==> config.mk <==
export PLATFORM = sky130hd
export DESIGN_NAME = aes_byte_top
export DESIGN_NICKNAME = d
export VERILOG_FILES = /design/src/rtl/aes_byte_pkg.sv /design/src/rtl/aes_mix_unit.sv /design/src/rtl/aes_byte_datapath.sv /design/src/rtl/aes_byte_ctrl.sv /design/src/rtl/aes_byte_top.sv
export SDC_FILE = /design/constraint.sdc
export NUM_CORES = 1
export LEC_CHECK = 0
export BUFFER_PORTS_ARGS = -buffer_cell sky130_fd_sc_hd__buf_4
export CELL_PAD_IN_SITES_DETAIL_PLACEMENT = 0
export CELL_PAD_IN_SITES_GLOBAL_PLACEMENT = 2
export CORE_MARGIN = 1
export CORE_UTILIZATION = 42
export CTS_CLUSTER_SIZE = 8
export DETAILED_ROUTE_END_ITERATION = 10
export PLACE_DENSITY = 0.82
export SYNTH_ARGS = -nofsm -noshare
export SYNTH_HDL_FRONTEND = slang
export SYNTH_SLANG_ARGS = --single-unit
==> constraint.sdc <==
create_clock -name clk -period 34 [get_ports clk]
set_input_delay 3.4 -clock clk [delete_from_list [all_inputs] [get_ports clk]]
set_output_delay 3.4 -clock clk [all_outputs]
set_load 0.02 [all_outputs]
==> src/rtl/aes_byte_pkg.sv <==
package aes_byte_pkg;
  localparam int NBYTES = 16;
  localparam int BW     = 8;
  localparam int IDXW   = $clog2(NBYTES);
  localparam int ROUNDS = 10;
  localparam int RNDW   = $clog2(ROUNDS + 1);
  localparam int CNTW   = IDXW + 1;

  typedef struct packed {
    logic            load;
    logic            ark;
    logic            sub;
    logic            shr;
    logic            mcLoad;
    logic            mcEmit;
    logic            kSub;
    logic            kXor;
    logic            rconInit;
    logic            rconStep;
    logic [IDXW-1:0] idx;
  } aesStrobe_t;

  function automatic logic [BW-1:0] xtime(input logic [BW-1:0] a);
    return {a[6:0], 1'b0} ^ (a[7] ? 8'h1b : 8'h00);
  endfunction

  function automatic logic [BW-1:0] gmul(input logic [BW-1:0] a, input logic [BW-1:0] b);
    logic [BW-1:0] p, x, y;
    p = '0; x = a; y = b;
    for (int i = 0; i < BW; i++) begin
      if (y[0]) p = p ^ x;
      x = xtime(x);
      y = {1'b0, y[7:1]};
    end
    return p;
  endfunction

  function automatic logic [BW-1:0] rotl(input logic [BW-1:0] a, input int n);
    return (a << n) | (a >> (BW - n));
  endfunction

  // multiplicative inverse as x^254, then the affine map
  function automatic logic [BW-1:0] sbox(input logic [BW-1:0] x);
    logic [BW-1:0] e, inv;
    e = x;
    for (int i = 0; i < 6; i++) e = gmul(gmul(e, e), x);
    inv = gmul(e, e);
    return inv ^ rotl(inv, 1) ^ rotl(inv, 2) ^ rotl(inv, 3) ^ rotl(inv, 4) ^ 8'h63;
  endfunction
endpackage

==> src/rtl/aes_mix_unit.sv <==
module aes_mix_unit
  import aes_byte_pkg::*;
(
  input  logic          clk,
  input  logic          rstN,
  input  logic          load,
  input  logic          emit,
  input  logic [BW-1:0] din,
  output logic [BW-1:0] dout
);
  logic [BW-1:0] colReg [4];

  // row formula for the byte at the head; rotation walks the rows
  assign dout = xtime(colReg[0]) ^ xtime(colReg[1]) ^ colReg[1] ^ colReg[2] ^ colReg[3];

  always_ff @(posedge clk) begin
    if (!rstN) begin
      for (int i = 0; i < 4; i++) colReg[i] <= '0;
    end else if (load || emit) begin
      colReg[0] <= colReg[1];
      colReg[1] <= colReg[2];
      colReg[2] <= colReg[3];
      colReg[3] <= load ? din : colReg[0];
    end
  end

  a_r3_mix_exclusive: assert property (@(posedge clk) disable iff (!rstN) !(load && emit));
endmodule

==> src/rtl/aes_byte_datapath.sv <==
module aes_byte_datapath
  import aes_byte_pkg::*;
(
  input  logic          clk,
  input  logic          rstN,
  input  aesStrobe_t    strb,
  input  logic [BW-1:0] dataIn,
  input  logic [BW-1:0] keyIn,
  output logic [BW-1:0] dataOut
);
  logic [BW-1:0] stBank [NBYTES];
  logic [BW-1:0] keyBank [NBYTES];
  logic [BW-1:0] subWord [4];
  logic [BW-1:0] rcon;
  logic [BW-1:0] sboxIn, sboxOut, mixOut, stByte, keyByte, prevWord;
  logic [1:0]    lastColRow;

  assign stByte     = stBank[strb.idx];
  assign keyByte    = keyBank[strb.idx];
  assign lastColRow = strb.idx[1:0] + 2'd1;
  // shared S-box: key bytes 13,14,15,12 during kSub, else state byte
  assign sboxIn     = strb.kSub ? keyBank[{2'b11, lastColRow}] : stByte;
  assign sboxOut    = sbox(sboxIn);
  assign prevWord   = (strb.idx < IDXW'(4)) ? subWord[strb.idx[1:0]]
                                            : keyBank[strb.idx - IDXW'(4)];
  assign dataOut    = stByte;

  aes_mix_unit u_mix (
    .clk  (clk),
    .rstN (rstN),
    .load (strb.mcLoad),
    .emit (strb.mcEmit),
    .din  (stByte),
    .dout (mixOut)
  );

  always_ff @(posedge clk) begin
    if (!rstN) begin
      for (int i = 0; i < NBYTES; i++) begin
        stBank[i]  <= '0;
        keyBank[i] <= '0;
      end
      for (int i = 0; i < 4; i++) subWord[i] <= '0;
      rcon <= 8'h01;
    end else begin
      if (strb.load) begin
        stBank[strb.idx]  <= dataIn;
        keyBank[strb.idx] <= keyIn;
      end
      if (strb.ark)    stBank[strb.idx] <= stByte ^ keyByte;
      if (strb.sub)    stBank[strb.idx] <= sboxOut;
      if (strb.mcEmit) stBank[strb.idx] <= mixOut;
      if (strb.shr) begin
        for (int c = 0; c < 4; c++)
          for (int r = 0; r < 4; r++)
            stBank[4*c + r] <= stBank[4*((c + r) % 4) + r];
      end
      if (strb.kSub)
        subWord[strb.idx[1:0]] <= sboxOut ^ ((strb.idx[1:0] == 2'd0) ? rcon : 8'h00);
      if (strb.kXor)   keyBank[strb.idx] <= keyByte ^ prevWord;
      if (strb.rconInit)      rcon <= 8'h01;
      else if (strb.rconStep) rcon <= xtime(rcon);
    end
  end

  a_r3_one_operation: assert property (@(posedge clk) disable iff (!rstN)
    $onehot0({strb.load, strb.ark, strb.sub, strb.shr, strb.mcLoad, strb.mcEmit, strb.kSub, strb.kXor}));
  a_r3_rcon_legal: assert property (@(posedge clk) disable iff (!rstN)
    rcon inside {8'h01, 8'h02, 8'h04, 8'h08, 8'h10, 8'h20, 8'h40, 8'h80, 8'h1b, 8'h36, 8'h6c});
endmodule

==> src/rtl/aes_byte_ctrl.sv <==
module aes_byte_ctrl
  import aes_byte_pkg::*;
(
  input  logic       clk,
  input  logic       rstN,
  input  logic       start,
  output aesStrobe_t strb,
  output logic       busy,
  output logic       outValid,
  output logic       done
);
  typedef enum logic [3:0] {
    PH_IDLE, PH_LOAD, PH_ARK, PH_SUB, PH_SHR, PH_MIX, PH_KSUB, PH_KXOR, PH_OUT
  } phase_t;

  localparam logic [CNTW-1:0] LAST_BYTE = CNTW'(NBYTES - 1);
  localparam logic [CNTW-1:0] LAST_MIX  = CNTW'(2*NBYTES - 1);
  localparam logic [CNTW-1:0] LAST_KSUB = CNTW'(3);

  phase_t          phase;
  logic [CNTW-1:0] cnt;
  logic [RNDW-1:0] round;

  assign busy     = (phase != PH_IDLE) && (phase != PH_OUT);
  assign outValid = (phase == PH_OUT);
  assign done     = outValid && (cnt == LAST_BYTE);

  always_comb begin
    strb     = '0;
    strb.idx = cnt[IDXW-1:0];
    unique case (phase)
      PH_IDLE: begin
        strb.load     = start;
        strb.rconInit = start;
        strb.idx      = '0;
      end
      PH_LOAD: strb.load = 1'b1;
      PH_ARK:  strb.ark  = 1'b1;
      PH_SUB:  strb.sub  = 1'b1;
      PH_SHR:  strb.shr  = 1'b1;
      PH_MIX: begin
        strb.mcLoad = ~cnt[2];
        strb.mcEmit = cnt[2];
        strb.idx    = {cnt[4:3], cnt[1:0]};
      end
      PH_KSUB: begin
        strb.kSub = 1'b1;
        strb.idx  = {2'b00, cnt[1:0]};
      end
      PH_KXOR: begin
        strb.kXor     = 1'b1;
        strb.rconStep = (cnt == LAST_BYTE);
      end
      default: ;
    endcase
  end

  always_ff @(posedge clk) begin
    if (!rstN) begin
      phase <= PH_IDLE;
      cnt   <= '0;
      round <= '0;
    end else begin
      cnt <= cnt + 1'b1;
      unique case (phase)
        PH_IDLE: begin
          cnt <= '0;
          if (start) begin
            phase <= PH_LOAD;
            cnt   <= CNTW'(1);
            round <= '0;
          end
        end
        PH_LOAD: if (cnt == LAST_BYTE) begin phase <= PH_ARK; cnt <= '0; end
        PH_ARK: if (cnt == LAST_BYTE) begin
          cnt <= '0;
          if (round == RNDW'(ROUNDS)) phase <= PH_OUT;
          else begin
            phase <= PH_SUB;
            round <= round + 1'b1;
          end
        end
        PH_SUB: if (cnt == LAST_BYTE) begin phase <= PH_SHR; cnt <= '0; end
        PH_SHR: begin
          cnt   <= '0;
          phase <= (round == RNDW'(ROUNDS)) ? PH_KSUB : PH_MIX;
        end
        PH_MIX:  if (cnt == LAST_MIX)  begin phase <= PH_KSUB; cnt <= '0; end
        PH_KSUB: if (cnt == LAST_KSUB) begin phase <= PH_KXOR; cnt <= '0; end
        PH_KXOR: if (cnt == LAST_BYTE) begin phase <= PH_ARK;  cnt <= '0; end
        PH_OUT:  if (cnt == LAST_BYTE) begin phase <= PH_IDLE; cnt <= '0; end
        default: phase <= PH_IDLE;
      endcase
    end
  end

  a_r2_start_sets_busy: assert property (@(posedge clk) disable iff (!rstN)
    (start && !busy && !outValid) |=> busy);
  a_r4_burst_unbroken: assert property (@(posedge clk) disable iff (!rstN)
    (outValid && !done) |=> outValid);
  a_r5_done_with_data: assert property (@(posedge clk) disable iff (!rstN)
    done |-> outValid);
  a_r8_idle_after_done: assert property (@(posedge clk) disable iff (!rstN)
    done |=> (!outValid && !busy));
endmodule

==> src/rtl/aes_byte_top.sv <==
module aes_byte_top
  import aes_byte_pkg::*;
(
  input  logic       clk,
  input  logic       rstN,
  input  logic       start,
  input  logic [7:0] dataIn,
  input  logic [7:0] keyIn,
  output logic       busy,
  output logic       outValid,
  output logic       done,
  output logic [7:0] dataOut
);
  aesStrobe_t strb;

  aes_byte_ctrl u_ctrl (
    .clk      (clk),
    .rstN     (rstN),
    .start    (start),
    .strb     (strb),
    .busy     (busy),
    .outValid (outValid),
    .done     (done)
  );

  aes_byte_datapath u_dp (
    .clk     (clk),
    .rstN    (rstN),
    .strb    (strb),
    .dataIn  (dataIn),
    .keyIn   (keyIn),
    .dataOut (dataOut)
  );
endmodule

==> results.md <==
* Least-Margin Pin Slew at 1100 ps
* Simple-gate share of the synthesized area at 0.185
* Cts hold-fix bufs at 0
* Die width at 280 um
* Register area share after synthesis at 0.308
* Critical path type: register to register
* Hold WC Path Type: register to register
* Post-route DRC at 0
* Initial antenna violation count at 0
* Num CTS Buffers at 48
* Synth cell types at 128
* Vias per inst at 5.77
* Cell area after synthesis at 32500 um2
* Vias at 25900
* Area grow syn2layout at 6.32%
* Setup bufs post-CTS at 0
* Pre-antenna DRT Iters at 8
* Cell Rows at 101
* DIE AREA at 78500 um2
* Synth Area in Compound Gates at 0.135
* Total track usage at 0.258
* Max Fclk at 33.2 MHz
* Ys Warns at 0
* Slew Viols, Final at 0
* Period utilization at 0.886
* FF-to-FF Start: u_ctrl.phase[0]
* Final ANT Viol Nets at 0
* CP max FO at 30
* Crit-path leading delay family: XOR/XNOR gates
* Reg clk slew, reported paths at 50 ps
* Critical path data required time at 34280 ps
* CTS H-tree depth at 2
* Setup violations, final at 0
* Bufs and invs on worst path at 6
* Adder-Cell Fraction of Synth Area at 0.00847
* EDFF count, synth at 320
* Clk Latency, worst-skew pair at 580 ps
* Prevailing post-synth register cell: edfxtp_1
* Global-route wire length before repair at 156 mm
* Unrepaired setup endpoints after global routing: no
* Syn nets at 3580
* RD Place Congestion at 0.866
* Top cell type by total area after synthesis: edfxtp_1
* CP Launch Type: register
* R2R depth at 86
* CTS tree: yes
* CORE AREA at 76300 um2
* GR Overflow Total at 0
* Share of cells above drive strength 1 at 0.0947
* Critical Path AT at 30400 ps
* Max_slew headroom at 0.263
* Critical path depth in cells at 86
* Root buffer cell: clkbuf_16
* Largest net degree at the start of global routing at 69
* Setup crit end: u_dp.stBank[2][6]
* Setup TNS at 0 ps
* Synth top area share at 0.296
* CP most frequent cell: xnor2_1
* Initial Utilization at 0.426
* Post-Syn Instances at 3539
* Hpwl dp at 71.2 mm
* Status: finished, final reports clean
* Synth Area in XOR/XNOR at 0.268
* Synth area leaders: edfxtp_1, xnor2_1, xnor3_1
* Clock Skew at 25.9 ps
* FF-to-FF setup slack at 3880 ps
* ANT cells at 0
* Total of max-cap violations at 0
* IO Port Bufs at 29
* Tmin final at 30120 ps
* CP max stage cell: xnor3_1
* Ys async rst share at 0
* Num Clock Sinks at 341
* Vias in the first global route at 25400
* Final WL at 103 mm
* I/O pins at 30
* Fin nets at 3463
* Clk buf depth at 3
* Multiplexer area fraction after synthesis at 0.0427
* Slowest stage delay, CP at 930 ps
* R2R Path End: u_dp.stBank[2][6]
* Largest family of logic cells by synthesized area: XOR/XNOR gates
* Synth Register Bits at 341
* Final Hold Vio Count at 0
* Die Height at 280 um
* CP Capture Type: register
* Worst Setup SP: u_ctrl.phase[0]
* DRT iter0 DRCs at 2121
* Post-CTS Resized at 0
* Syn Area/Cell at 9.19 um2
* Avg WL per Cell at 22.9 um
logic make-up after synthesis:
group / count (synthesis)
adders and majority gates: 22
muxes: 115
buffers and inverters: 306
xor gates and xnor gates: 731
DFF: 341
and+or+nand+nor: 1364
AOI/OAI and AO/OA: 660
cells in the final DEF (no fill, tap or decap), types with 78 or more instances in the layout:
cell      synthesis  layout
nand2_1         502     502
nor2b_1          78      78
nor3_1           82      82
nor2_1          468     468
a21oi_1         143     140
a211oi_1         82      82
xnor2_1         370     369
o21ai_1          93      93
edfxtp_1        320     320
xor2_1          180     180
buf_4            43      96
xnor3_1          95      95
worst min path at each step:
stage,endpoint,slack (ps),from,cells past startpoint
4_1_cts,u_dp.rcon[4],520,u_dp.rcon[4],2
3_5_place_dp,u_dp.rcon[4],500,u_dp.rcon[4],2
5_1_grt,u_dp.rcon[6],560,u_dp.rcon[5],2
6_report,u_dp.rcon[4],530,u_dp.rcon[4],2
3_3_place_gp,u_ctrl.round[3],490,u_ctrl.round[3],2
2_1_floorplan,u_dp.rcon[1],480,u_dp.rcon[1],2
state kept, by name, indices dropped and copies added, names as in the netlist:
signal	flops
u_dp.u_mix.colReg	32
u_dp.keyBank	128
u_ctrl.phase	4
u_ctrl.cnt	5
u_dp.subWord	32
u_dp.stBank	128
u_dp.rcon	8
u_ctrl.round	4
through the flow:
step / hold WS (ps) / utilization / cells / instance area [um2] / setup slack, ps
after CTS: 521 / 0.453 / 4492 / 34600 / 3920
final: 527 / 0.453 / 4492 / 34600 / 3880
after global placement: 492 / 0.434 / 4402 / 33100 / 4750
after detailed placement: 503 / 0.434 / 4402 / 33100 / 3970
after floorplan: 476 / - / 3539 / 32500 / 8090
after global routing: 557 / 0.453 / 4492 / 34600 / 1840
worst register-to-register path, delay by kind of cell, from the launching register on:
family	cells	cell delay, ps
simple gates	13	2510
mux	2	520
compound gates	15	4450
flops	1	840
fa+ha+maj	7	2730
xor+xnor	43	17140
buf+inv	6	1630
layout make-up:
cell class / count / area (um2)
fill: 7395 / 41800
clock buffer: 87 / 1360
sequential: 341 / 10000
clock inverter: 3 / 76.3
tap: 1030 / 1290
multi-input combinational: 2892 / 20900
inverter: 43 / 169
timing repair buffer: 96 / 721
cells in the mapped netlist, drive strengths merged (25+ instances only):
| cell type | instances |
|---|---|
| o21ai | 160 |
| clkbuf | 124 |
| buf | 131 |
| nand2 | 504 |
| inv | 40 |
| a31oi | 64 |
| a211oi | 85 |
| edfxtp | 320 |
| xor2 | 199 |
| a21oi | 153 |
| and3 | 42 |
| nor2b | 78 |
| xnor2 | 401 |
| mux2i | 79 |
| nor2 | 471 |
| a22oi | 25 |
| xnor3 | 111 |
| o22ai | 38 |
| nand3 | 77 |
| nor3 | 87 |
routing by layer:
metal,part of all wire,global-route usage
met5,0,0
met4,0.032,0.0834
met3,0.052,0.0177
met2,0.49,0.446
met1,0.43,0.344
Power is not shown: default switching activity piles up to over one toggle a cycle in this logic, so the estimate is an artifact.
